### src/rtl/sinc3_pkg.sv
package sinc3_pkg;

  typedef enum logic {
    FMT_DATA16 = 1'b0,
    FMT_MIXED  = 1'b1
  } fmt_mode_e;

  // Right shift that maps the full-gain filter result onto the sample width.
  function automatic int trunc_shift(input int order, input int log2r, input int sample_w);
    return order * log2r - (sample_w - 1);
  endfunction

endpackage

### src/rtl/sinc3_integ.sv
module sinc3_integ #(
  parameter int ORDER = 3,
  parameter int ACC_W = 26
) (
  input  logic             clk,
  input  logic             srst_n,
  input  logic             en,
  input  logic             bit_in,
  output logic [ACC_W-1:0] sum_out
);

  logic [ORDER:0][ACC_W-1:0] chain;

  // +1 for a one, -1 (all ones) for a zero
  assign chain[0] = bit_in ? ACC_W'(1) : {ACC_W{1'b1}};

  for (genvar g = 0; g < ORDER; g++) begin : g_stage
    logic [ACC_W-1:0] acc_q;
    logic [ACC_W-1:0] acc_d;

    always_comb begin
      acc_d = acc_q;
      if (en) begin
        acc_d = acc_q + chain[g];
      end
    end

    always_ff @(posedge clk or negedge srst_n) begin
      if (!srst_n) begin
        acc_q <= '0;
      end else begin
        acc_q <= acc_d;
      end
    end

    assign chain[g+1] = acc_q;
  end

  assign sum_out = chain[ORDER];

endmodule

### src/rtl/sinc3_comb.sv
module sinc3_comb #(
  parameter int ORDER = 3,
  parameter int ACC_W = 26
) (
  input  logic             clk,
  input  logic             srst_n,
  input  logic             tick,
  input  logic [ACC_W-1:0] din,
  output logic [ACC_W-1:0] res_q,
  output logic             res_vld_q
);

  logic [ORDER:0][ACC_W-1:0] chain;
  logic [ACC_W-1:0]          res_d;

  assign chain[0] = din;

  for (genvar g = 0; g < ORDER; g++) begin : g_stage
    logic [ACC_W-1:0] dly_q;
    logic [ACC_W-1:0] dly_d;

    always_comb begin
      dly_d = dly_q;
      if (tick) begin
        dly_d = chain[g];
      end
    end

    always_ff @(posedge clk or negedge srst_n) begin
      if (!srst_n) begin
        dly_q <= '0;
      end else begin
        dly_q <= dly_d;
      end
    end

    assign chain[g+1] = chain[g] - dly_q;
  end

  always_comb begin
    res_d = res_q;
    if (tick) begin
      res_d = chain[ORDER];
    end
  end

  always_ff @(posedge clk or negedge srst_n) begin
    if (!srst_n) begin
      res_q     <= '0;
      res_vld_q <= 1'b0;
    end else begin
      res_q     <= res_d;
      res_vld_q <= tick;
    end
  end

endmodule

### src/rtl/sinc3_fmt.sv
module sinc3_fmt
  import sinc3_pkg::*;
#(
  parameter int ORDER     = 3,
  parameter int ACC_W     = 26,
  parameter int LOG2_R_LO = 5,
  parameter int LOG2_R_HI = 8,
  parameter int SAMPLE_W  = 15,
  parameter int WORD_W    = 16
) (
  input  logic              clk,
  input  logic              srst_n,
  input  logic [ACC_W-1:0]  res,
  input  logic              res_vld,
  input  logic              ratio_hi,
  input  fmt_mode_e         mode,
  output logic [WORD_W-1:0] word_q,
  output logic              valid_q
);

  localparam int SH_LO = trunc_shift(ORDER, LOG2_R_LO, SAMPLE_W);
  localparam int SH_HI = trunc_shift(ORDER, LOG2_R_HI, SAMPLE_W);
  localparam int PAD_W = WORD_W - SAMPLE_W;
  localparam logic signed [ACC_W-1:0] S_MAX = ACC_W'((64'sd1 <<< (SAMPLE_W - 1)) - 64'sd1);
  localparam logic signed [ACC_W-1:0] S_MIN = ~S_MAX;

  logic signed [ACC_W-1:0]  res_s;
  logic signed [ACC_W-1:0]  scaled;
  logic                     pos_sat;
  logic                     neg_sat;
  logic [SAMPLE_W-1:0]      sample;
  logic [WORD_W-1:0]        word_d;

  assign res_s = $signed(res);

  always_comb begin
    if (ratio_hi) begin
      scaled = res_s >>> SH_HI;
    end else begin
      scaled = res_s >>> SH_LO;
    end
    pos_sat = (scaled > S_MAX);
    neg_sat = (scaled < S_MIN);
    if (pos_sat) begin
      sample = S_MAX[SAMPLE_W-1:0];
    end else if (neg_sat) begin
      sample = S_MIN[SAMPLE_W-1:0];
    end else begin
      sample = scaled[SAMPLE_W-1:0];
    end
  end

  always_comb begin
    if (mode == FMT_MIXED) begin
      word_d = {{PAD_W{1'b0}}, sample};
    end else if (pos_sat) begin
      word_d = {sample, {PAD_W{1'b1}}};
    end else begin
      word_d = {sample, {PAD_W{1'b0}}};
    end
  end

  always_ff @(posedge clk or negedge srst_n) begin
    if (!srst_n) begin
      word_q  <= '0;
      valid_q <= 1'b0;
    end else begin
      if (res_vld) begin
        word_q <= word_d;
      end
      valid_q <= res_vld;
    end
  end

endmodule

### src/rtl/sdm_sinc3_decimator.sv
module sdm_sinc3_decimator
  import sinc3_pkg::*;
#(
  parameter int ORDER     = 3,
  parameter int LOG2_R_LO = 5,
  parameter int LOG2_R_HI = 8,
  parameter int SAMPLE_W  = 15,
  parameter int WORD_W    = 16
) (
  input  logic              clk,
  input  logic              rst_n,
  input  logic              in_ce,
  input  logic              in_bit,
  input  logic              ratio_sel,
  input  logic              mode_sel,
  output logic [WORD_W-1:0] out_word,
  output logic              out_valid
);

  localparam int ACC_W = ORDER * LOG2_R_HI + 2;
  localparam int CNT_W = LOG2_R_HI;
  localparam logic [CNT_W-1:0] LIM_LO = CNT_W'((1 << LOG2_R_LO) - 1);
  localparam logic [CNT_W-1:0] LIM_HI = CNT_W'((1 << LOG2_R_HI) - 1);

  // reset: asserted asynchronously, released through two flops
  logic [1:0] rst_pipe_q;
  logic       srst_n;

  always_ff @(posedge clk or negedge rst_n) begin
    if (!rst_n) begin
      rst_pipe_q <= '0;
    end else begin
      rst_pipe_q <= {rst_pipe_q[0], 1'b1};
    end
  end

  assign srst_n = rst_pipe_q[1];

  // configuration latch
  logic      cfg_loaded_q, cfg_loaded_d;
  logic      cfg_ratio_q,  cfg_ratio_d;
  fmt_mode_e cfg_mode_q,   cfg_mode_d;

  always_comb begin
    cfg_loaded_d = 1'b1;
    cfg_ratio_d  = cfg_ratio_q;
    cfg_mode_d   = cfg_mode_q;
    if (!cfg_loaded_q) begin
      cfg_ratio_d = ratio_sel;
      cfg_mode_d  = fmt_mode_e'(mode_sel);
    end
  end

  always_ff @(posedge clk or negedge srst_n) begin
    if (!srst_n) begin
      cfg_loaded_q <= 1'b0;
      cfg_ratio_q  <= 1'b0;
      cfg_mode_q   <= FMT_DATA16;
    end else begin
      cfg_loaded_q <= cfg_loaded_d;
      cfg_ratio_q  <= cfg_ratio_d;
      cfg_mode_q   <= cfg_mode_d;
    end
  end

  // decimation counter
  logic             acc_en;
  logic [CNT_W-1:0] cnt_q, cnt_d, cnt_lim;
  logic             tick_q, tick_d;

  assign acc_en  = in_ce & cfg_loaded_q;
  assign cnt_lim = cfg_ratio_q ? LIM_HI : LIM_LO;

  always_comb begin
    cnt_d  = cnt_q;
    tick_d = 1'b0;
    if (acc_en) begin
      if (cnt_q == cnt_lim) begin
        cnt_d  = '0;
        tick_d = 1'b1;
      end else begin
        cnt_d = cnt_q + CNT_W'(1);
      end
    end
  end

  always_ff @(posedge clk or negedge srst_n) begin
    if (!srst_n) begin
      cnt_q  <= '0;
      tick_q <= 1'b0;
    end else begin
      cnt_q  <= cnt_d;
      tick_q <= tick_d;
    end
  end

  // datapath
  logic [ACC_W-1:0] integ_sum;
  logic [ACC_W-1:0] comb_res;
  logic             comb_vld;

  sinc3_integ #(
    .ORDER (ORDER),
    .ACC_W (ACC_W)
  ) u_integ (
    .clk     (clk),
    .srst_n  (srst_n),
    .en      (acc_en),
    .bit_in  (in_bit),
    .sum_out (integ_sum)
  );

  sinc3_comb #(
    .ORDER (ORDER),
    .ACC_W (ACC_W)
  ) u_comb (
    .clk       (clk),
    .srst_n    (srst_n),
    .tick      (tick_q),
    .din       (integ_sum),
    .res_q     (comb_res),
    .res_vld_q (comb_vld)
  );

  sinc3_fmt #(
    .ORDER     (ORDER),
    .ACC_W     (ACC_W),
    .LOG2_R_LO (LOG2_R_LO),
    .LOG2_R_HI (LOG2_R_HI),
    .SAMPLE_W  (SAMPLE_W),
    .WORD_W    (WORD_W)
  ) u_fmt (
    .clk      (clk),
    .srst_n   (srst_n),
    .res      (comb_res),
    .res_vld  (comb_vld),
    .ratio_hi (cfg_ratio_q),
    .mode     (cfg_mode_q),
    .word_q   (out_word),
    .valid_q  (out_valid)
  );

endmodule

### config.mk
export PLATFORM = sky130hd
export DESIGN_NAME = sdm_sinc3_decimator
export DESIGN_NICKNAME = d
export VERILOG_FILES = /design/src/rtl/sinc3_pkg.sv /design/src/rtl/sinc3_integ.sv /design/src/rtl/sinc3_comb.sv /design/src/rtl/sinc3_fmt.sv /design/src/rtl/sdm_sinc3_decimator.sv
export SDC_FILE = /design/constraint.sdc
export NUM_CORES = 1
export LEC_CHECK = 0
export BUFFER_PORTS_ARGS = -buffer_cell sky130_fd_sc_hd__buf_2
export CAP_MARGIN = 10
export CELL_PAD_IN_SITES_DETAIL_PLACEMENT = 0
export CELL_PAD_IN_SITES_GLOBAL_PLACEMENT = 1
export CORE_MARGIN = 5
export CORE_UTILIZATION = 33
export CTS_BUF_LIST = sky130_fd_sc_hd__clkbuf_4
export DETAILED_ROUTE_END_ITERATION = 10
export HOLD_SLACK_MARGIN = 0.05
export PLACE_DENSITY = 0.65
export SYNTH_ARGS = -nofsm -noshare
export SYNTH_HDL_FRONTEND = slang
export SYNTH_HIERARCHICAL = 1
export SYNTH_SLANG_ARGS = --single-unit
### constraint.sdc
create_clock -name clk -period 18.88 [get_ports clk]
set_input_delay 2.832 -clock clk [delete_from_list [all_inputs] [get_ports clk]]
set_output_delay 2.832 -clock clk [all_outputs]
set_load 0.05 [all_outputs]
== After elaboration in Yosys (flattened, before gate mapping) ==
Index checks and enable logic that the tools add are counted.
Word-level totals
  logic and storage cells: 37
  input bits: 6
  register bits: 214
  output and inout port bits: 17
Cells by class
  order comparisons: 2
  bitwise operators: 1
  add/sub/neg operators: 7
  equality and inequality tests: 1
  multiplexer cells: 10
Operators by type and width (number)
  adder 26 bit: 3
  subtractor 26 bit: 3
  2-to-1 mux 15 bit: 2
  2-to-1 mux 26 bit: 1
  greater-than comparator 25 x 15 -> 1 bit (second input constant): 1
  < comparator 25 x 15 -> 1 bit (second input constant): 1
  2-to-1 mux 24 bit: 1
  2-to-1 mux 16 bit: 1
  2-to-1 mux 8 bit: 2
  adder 8 x 1 -> 8 bit (second input constant): 1
  equality test 8 bit: 1
  2-to-1 mux 1 bit: 3
  AND 1 bit: 1

== Logic depth before layout (Yosys ltp) ==
Gate-level depths: netlist of the first run.
  depth in word-level cells: 5
  depth in mapped cells: 33
  depth with buffers taken out: 31

== By module ==
The synthesis of the first run kept the hierarchy.
Modules (own cells, without submodules)
  sinc3_comb: cells each 888, seq. area each 2627.5 um2, instances 1, area each 7862.5 um2
  sinc3_integ: cells each 705, seq. area each 1951.9 um2, instances 1, area each 6668.9 um2
  sinc3_fmt: cells each 103, seq. area each 425.4 um2, instances 1, area each 1167.4 um2
  sdm_sinc3_decimator: cells each 54, seq. area each 350.3 um2, instances 1, area each 633.1 um2

== Least setup slack after synthesis of the first run ==
No wires, ideal clock.
  kind: reg2reg
  start: reg u_integ.g_stage[2].acc_q[0], in the netlist u_integ/sum_out[0]
  end: reg u_comb.res_q[25]
  setup slack: 13.207 ns
  arrival time: 5.596 ns
  period minus slack after synthesis: 5.673 ns
  stages on the path, launching flop included: 34
  data required time: 18.803 ns
  cells stage by stage: dfrtp_1 buf_4 inv_1 ha_1 inv_1 fa_1 a21o_1 a21oi_1 o21bai_1 a21oi_1 o21bai_2 nand3_1 a31oi_1 xor2_1 ha_1 buf_4 a41oi_1 o21ai_0 a21oi_1 o21ai_2 o311ai_4 o21a_2 o21ai_0 a21oi_1 xnor2_1 ha_1 o21a_1 nor2_1 or3_1 o21ai_0 a21oi_1 xnor2_1 xnor3_1 a21oi_1
RTL lines
  from (decl): line sinc3_integ.sv:18  | logic [ACC_W-1:0] acc_q;
  from (signal assigned): line sinc3_integ.sv:30  | acc_q <= '0;
  from (signal assigned): line sinc3_integ.sv:32  | acc_q <= acc_d;
  to (signal assigned): line sinc3_comb.sv:52  | res_q <= res_d;
  to (decl): line sinc3_comb.sv:9  | output logic [ACC_W-1:0] res_q,

==> results of run 1 <==
flip-flops by register name, summed over array words and instances, names as in the netlist:
name                   flops
u_fmt/word_q              16
cfg_loaded_q               1
u_integ/g_stage.acc_q     52
rst_pipe_q                 2
tick_q                     1
cnt_q                      8
u_comb/res_q              25
u_integ/sum_out           26
cfg_ratio_q                1
u_fmt/valid_q              1
u_comb/res_vld_q           1
u_comb/g_stage.dly_q      78
cfg_mode_q                 1
worst min-delay path by stage:
stage / end / cells after the start / from
2_1_floorplan: rst_pipe_q[1]$_DFF_PN0_ / 0 / rst_pipe_q[0]$_DFF_PN0_
3_3_place_gp: rst_pipe_q[1]$_DFF_PN0_ / 0 / rst_pipe_q[0]$_DFF_PN0_
3_5_place_dp: rst_pipe_q[1]$_DFF_PN0_ / 0 / rst_pipe_q[0]$_DFF_PN0_
4_1_cts: rst_pipe_q[1]$_DFF_PN0_ / 0 / rst_pipe_q[0]$_DFF_PN0_
5_1_grt: rst_pipe_q[1]$_DFF_PN0_ / 0 / rst_pipe_q[0]$_DFF_PN0_
6_report: rst_pipe_q[1]$_DFF_PN0_ / 0 / rst_pipe_q[0]$_DFF_PN0_
metrics by stage:
step                hold slack (ns)  cell area [µm²]
global placement              0.335            16900
finish                        0.352            17600
global route                  0.356            17600
floorplan                     0.331            16300
CTS                           0.355            17600
detailed placement            0.340            16900
cell type report:
cell class	instances	share of cell area [%]
clock inverters	29	0.822
repair buffers	28	0.879
inverters	131	2.79
multi-input cells	1326	56.9
clock buffers	85	3.62
diodes	2	0.0284
flip-flops and latches	213	30.2
well taps	664	4.71
per-layer routing:
layer | vias to the layer above | wire [µm]
met5 | - | 0
met4 | 0 | 1260
met2 | 152 | 15900
met3 | 92 | 1070
met1 | 5663 | 16400
li1 | 6317 | -
worst register-to-register path, delay by kind of cell (launching register included):
family | cells | cell delay, ns
compound gates | 18 | 3.25
xor+xnor | 4 | 0.69
fa+ha+maj | 4 | 1.24
buf+inv | 2 | 0.14
flops | 1 | 0.41
simple gates | 3 | 0.39
placed cells by master (no fill, tap or decap), types with 8 or more instances in the layout:
| cell | count |
|---|---|
| o21a_1 | 16 |
| inv_1 | 128 |
| xnor2_1 | 99 |
| xor2_1 | 38 |
| clkbuf_4 | 85 |
| a21oi_2 | 13 |
| clkinv_1 | 23 |
| mux2_2 | 96 |
| o21ai_0 | 117 |
| nand3_1 | 30 |
| nand2_1 | 141 |
| o21ai_1 | 13 |
| buf_2 | 22 |
| nor2b_1 | 17 |
| ha_1 | 150 |
| a21boi_0 | 8 |
| mux4_2 | 11 |
| nor3_1 | 18 |
| nor2_1 | 103 |
| dfrtp_1 | 211 |
| a211oi_1 | 18 |
| o21bai_1 | 25 |
| and3_1 | 12 |
| o211ai_1 | 12 |
| a31oi_1 | 13 |
| a21oi_1 | 132 |
| nand2b_1 | 20 |
| a21o_1 | 62 |
| nand4_1 | 18 |
power groups by stage:
stage          clock network, mW  logic (mW)  registers (mW)
2_1_floorplan                  0        1.62           0.627
3_3_place_gp                   0        1.89           0.672
3_5_place_dp                   0        1.90           0.674
4_1_cts                    0.463        1.92           0.667
5_1_grt                    0.481        2.16           0.685
6_report                   0.434        1.92           0.665
==> run summary, run 1 <==
Status = completed
Reg-to-reg setup timing slack = 12.69 ns
Crit path kind = flop to flop
Power Dens Cells = 171 nW/µm²
Reg2Reg Depth = 31
Initial antenna violation count = 2
Post-Route Skew = 0.0606 ns
Skew-Pair Late Insertion Delay = 0.78 ns
Die W = 232 µm
Clk pin slew, worst setup/hold paths = 0.07 ns
Layout Nets = 1923
Syn Inst Count = 1747
Worst setup endpoint = u_comb/res_q[25]$_DFFE_PN0P_
Final min period = 6.19 ns
Area delta synth->final = 8.29%
CP Capture Type = flop
Buffers on Ports = 22
Most used cell, CP = a21oi_1
Met3 Use GR = 2.30%
Worst Setup Start Kind = flop
Hold Crit Class = flop to flop
Global Route Usage Sum = 13.1%
RR Startpoint = u_integ/sum_out[0]$_DFFE_PN0P_
Layout cell share with drive strength beyond 1 = 16.2%
Fin. max-slew vios = 0
Leak = 8.05 nW
Max stage delay cell, worst path = dfrtp_1
Post-Syn Area = 16300 µm²
Fin cells = 2478
Layout fillers = 5074
Fin Setup TNS = 0 ns
Post-CTS Setup Bufs = 0
Slew of the pin with the lowest slew margin = 0.938 ns
Tot Pwr = 3.02 mW
Area of the core = 48800 µm²
Met1 Track Usage GR = 16.6%
Total gr overflow = 0
CTS Buf Count = 61
CP Max Fanout = 7
Final setup margin = 12.69 ns
Sequential Power Share = 22.0%
Rel. slew slack = 37.5%
Final ANT Viol Nets = 0
Worst vdd ir = 68.2 µV
Internal power = 1.65 mW
Drt pass-1 iters = 5
Die height = 232 µm
Critical Path RT = 19.58 ns
Starting Density = 33.4%
Clock Sinks = 213
CP peak stage delay = 0.41 ns
GR Layer Usage met2 = 21.8%
Hold buffer count at CTS = 0
Cell chosen for the clock root = clkbuf_4
Drt total wl = 34600 µm
Htree depth = 2
Ports = 23
Row count = 81
Crit path max-delay family = compound AO/OA/AOI/OAI gates
Avg Synthesized Cell Area = 9.33 µm²
Ys Warns = 6
Vias per inst = 4.93
First-pass GRT wire length = 59900 µm
Final hold vios = 0
Seq. cell area = 5340 µm²
Die area = 53900 µm²
Power share of the clock group = 14.4%
Switch share = 45.4%
Largest net degree at the start of global routing = 85
# setup viols final = 0
Area of the multi-input gates = 10000 µm²
Final worst-path cycle share = 32.8%
Worst r2r dst = u_comb/res_q[25]$_DFFE_PN0P_
Initial drt markers = 521
Final core utilization = 36.1%
Fmax = 162 MHz
Clk buf depth = 3
Combinational power share = 63.6%
Post_cts resized = 0
Place WS = 12.71 ns
Detailed Place HPWL = 25300 µm
Arr. time, crit path = 6.89 ns
Worst setup path startpoint = u_integ/sum_out[0]$_DFFE_PN0P_
CP Depth = 31
Vias in the first global route = 12.5k
CTS tree = built
Gpl congestion = 0.800
Switching pwr = 1.37 mW
Worst path bufs/invs = 2
Placed Cells = 2362
RSZ-0062 raised after global routing = false
Gr busiest metal = met2
DR DRC count = 0
DR WL/cell = 14.0 µm
Max Cap Viol = 0
Via count = 12.2k
No activity file was read; power rests on OpenSTA's default activity.
==> run 2: changes to the inputs <==
- ABC_AREA: default -> 1
- PLACE_DENSITY: 0.65 -> 0.71
- clock period: 18.88 -> 5.1 ns (I/O delays scaled with it)
==> run 2 against run 1 <==
  * Global-route usage increased by 4.4 points
  * Sequential cell count unchanged
  * Count of clock-buffer cells in the layout increased by 12
  * Critical endpoint unchanged
  * Largest cell class unchanged
  * Largest power group unchanged
==> run summary, run 2 <==
Status = completed
Die area = 60800 µm² (+13%)
Post-Route Skew = 0.0715 ns (+0.0109 ns)
Max stage delay cell, worst path = fa_2
Worst hold path endpoint = cfg_mode_q$_DFFE_PN0N_
Total gr overflow = 0 (unchanged)
Vias per inst = 4.70 (-4.7%)
Reg with most FFs = u_comb/g_stage.dly_q
Htree depth = 3 (+1)
Crit path kind = flop to flop
Gpl congestion = 0.867 (+8.3%)
Skew-Pair Late Insertion Delay = 0.81 ns (+0.03 ns)
Clock Sinks = 213 (unchanged)
Largest net degree at the start of global routing = 105 (+24%)
Power share of the clock group = 16.7% (+2.3 points)
Cell chosen for the clock root = clkbuf_4
CTS tree = built
Detailed Place HPWL = 41300 µm (+63%)
Vias in the first global route = 16.7k (+33%)
Drt pass-1 iters = 5 (unchanged)
Worst Hold Depth = 2 (+2)
Area delta synth->final = 10.7%
Sequential Power Share = 22.5% (+0.5 points)
Layout cell share with drive strength beyond 1 = 10.3% (-5.8 points)
DR WL/cell = 14.4 µm (+3.0%)
Final ANT Viol Nets = 0 (unchanged)
Syn Inst Count = 2828 (+62%)
Clk pin slew, worst setup/hold paths = 0.06 ns (about the same)
CP peak stage delay = 0.40 ns (about the same)
Switch share = 51.1% (+5.6 points)
Place WS = 0.00351 ns (-12.70 ns)
Most common cell after layout, fill and taps aside = nand2_1
Internal power = 5.41 mW (+230%)
Initial drt markers = 964 (+85%)
Ports = 23 (unchanged)
CP Capture Type = flop
Commonest non-fill, non-tap cells in the layout = nand2_1 (1006), inv_1 (437), dfrtp_1 (211)
Final worst-path cycle share = 92.5% (+60 points)
Reg-to-reg setup timing slack = 0.38 ns (-12.31 ns)
Max reg flops = 78 (unchanged)
Avg Synthesized Cell Area = 6.54 µm² (-30%)
Arr. time, crit path = 5.38 ns (-1.51 ns)
Starting Density = 33.4% (+0.051 points)
Worst vdd ir = 252 µV (+270%)
Layout fillers = 6179 (+22%)
Row count = 86 (+6.2%)
Clk buf depth = 3 (unchanged)
Final core utilization = 37.0% (+0.87 points)
Via count = 17.3k (+41%)
Reg2Reg Depth = 26 (-16%)
Die height = 247 µm (+6.2%)
Worst Setup Start Kind = flop
Area of the core = 55300 µm² (+13%)
Drt total wl = 52900 µm (+53%)
Ys Warns = 6 (unchanged)
Final setup margin = 0.382 ns (-12.31 ns)
CP Max Fanout = 5 (-2)
Post-Syn Area = 18500 µm² (+13%)
Buffers on Ports = 22 (unchanged)
Fmax = 212 MHz (+31%)
RR Startpoint = u_integ/sum_out[0]$_DFFE_PN0P_
Initial antenna violation count = 1 (-1)
Leak = 11.2 nW (+39%)
Layout Nets = 3041 (+58%)
Most used cell, CP = nand2_1
Hold Crit Class = input port to flop
Worst r2r dst = u_comb/res_q[25]$_DFFE_PN0P_
Post-CTS Setup Bufs = 0 (unchanged)
Global Route Usage Sum = 17.5% (+4.4 points)
First-pass GRT wire length = 86600 µm (+45%)
Max Cap Viol = 0 (unchanged)
Final min period = 4.72 ns (-1.47 ns)
RSZ-0062 raised after global routing = true
DR DRC count = 0 (unchanged)
Combinational power share = 60.7% (-2.9 points)
Power Dens Cells = 540 nW/µm² (+220%)
Die W = 247 µm (+6.2%)
Slew of the pin with the lowest slew margin = 0.903 ns (-0.0342 ns)
Switching pwr = 5.65 mW (+310%)
# setup viols final = 0 (unchanged)
Fin. max-slew vios = 0 (unchanged)
CTS Buf Count = 71 (+16%)
Final hold vios = 0 (unchanged)
Critical Path RT = 5.77 ns (-13.81 ns)
Hold Startpoint = mode_sel
Rel. slew slack = 39.8% (+2.3 points)
## run 2: how the worst max path moves through the flow
stage	from	to	slack, ns	cells after the start
3_5_place_dp	u_integ/sum_out[0]$_DFFE_PN0P_	u_comb/res_q[21]$_DFFE_PN0P_	0.004	25
4_1_cts	u_integ/sum_out[0]$_DFFE_PN0P_	u_comb/res_q[21]$_DFFE_PN0P_	0.01	25
2_1_floorplan	u_integ/sum_out[0]$_DFFE_PN0P_	u_comb/res_q[25]$_DFFE_PN0P_	0.57	29
5_1_grt	u_integ/sum_out[4]$_DFFE_PN0P_	u_comb/res_q[22]$_DFFE_PN0P_	-0.07	28
3_3_place_gp	u_integ/sum_out[0]$_DFFE_PN0P_	u_comb/res_q[21]$_DFFE_PN0P_	0.07	25
6_report	u_integ/sum_out[0]$_DFFE_PN0P_	u_comb/res_q[25]$_DFFE_PN0P_	0.38	26
## run 2: layer usage
layer / track usage, % / vias up / part of all wire, %
met5: 0 / - / 0
met4: 5.43 / 0 / 2.6
met3: 2.73 / 98 / 3.4
met2: 28.1 / 320 / 45
met1: 24.2 / 7840 / 49
li1: - / 9037 / -
## run 2: power by group through the flow
stage | combinational, mW | clock, mW | sequential [mW]
finish | 6.71 | 1.85 | 2.49
floorplan | 5.21 | 0 | 2.29
detailed placement | 6.58 | 0 | 2.54
global placement | 6.55 | 0 | 2.53
global route | 7.68 | 2.03 | 2.54
CTS | 6.63 | 1.95 | 2.51
## run 2: timing repair
item	4_1_cts	5_1_grt
endpoints found under the hold margin	2	0
gates resized for setup	0	49
hold buffers	1	0
setup endpoints to repair	0	10
## run 2: through the flow
stage	power (mW)	instance area [µm²]	TNS [ns]	std cells	hold slack [ns]
floorplan	7.50	18500	0	2829	0.331
global placement	9.07	19300	0	3553	0.333
detailed placement	9.12	19300	0	3553	0.338
CTS	11.1	20200	0	3676	0.0871
global route	12.3	20500	-0.112	3678	0.137
finish	11.1	20500	0	3678	0.201
## run 2: area by class of cell
class | count | area [µm²] | share of cell area, %
diodes | 2 | 5.00 | 0.0245
repair buffers | 50 | 335 | 1.64
clock buffers | 97 | 728 | 3.56
inverters | 444 | 1670 | 8.17
flip-flops and latches | 213 | 5340 | 26.1
clock inverters | 25 | 169 | 0.825
multi-input cells | 2099 | 11300 | 55.1
well taps | 748 | 936 | 4.57
## run 2: worst max-delay path: cells and delay by family (launching register included)
kind,cells,cell delay [ns]
buffers and inverters,3,0.25
DFF,1,0.39
and+or+nand+nor,12,1.56
adders and majority gates,4,1.28
AOI/OAI and AO/OA,5,0.73
xor gates and xnor gates,2,0.41
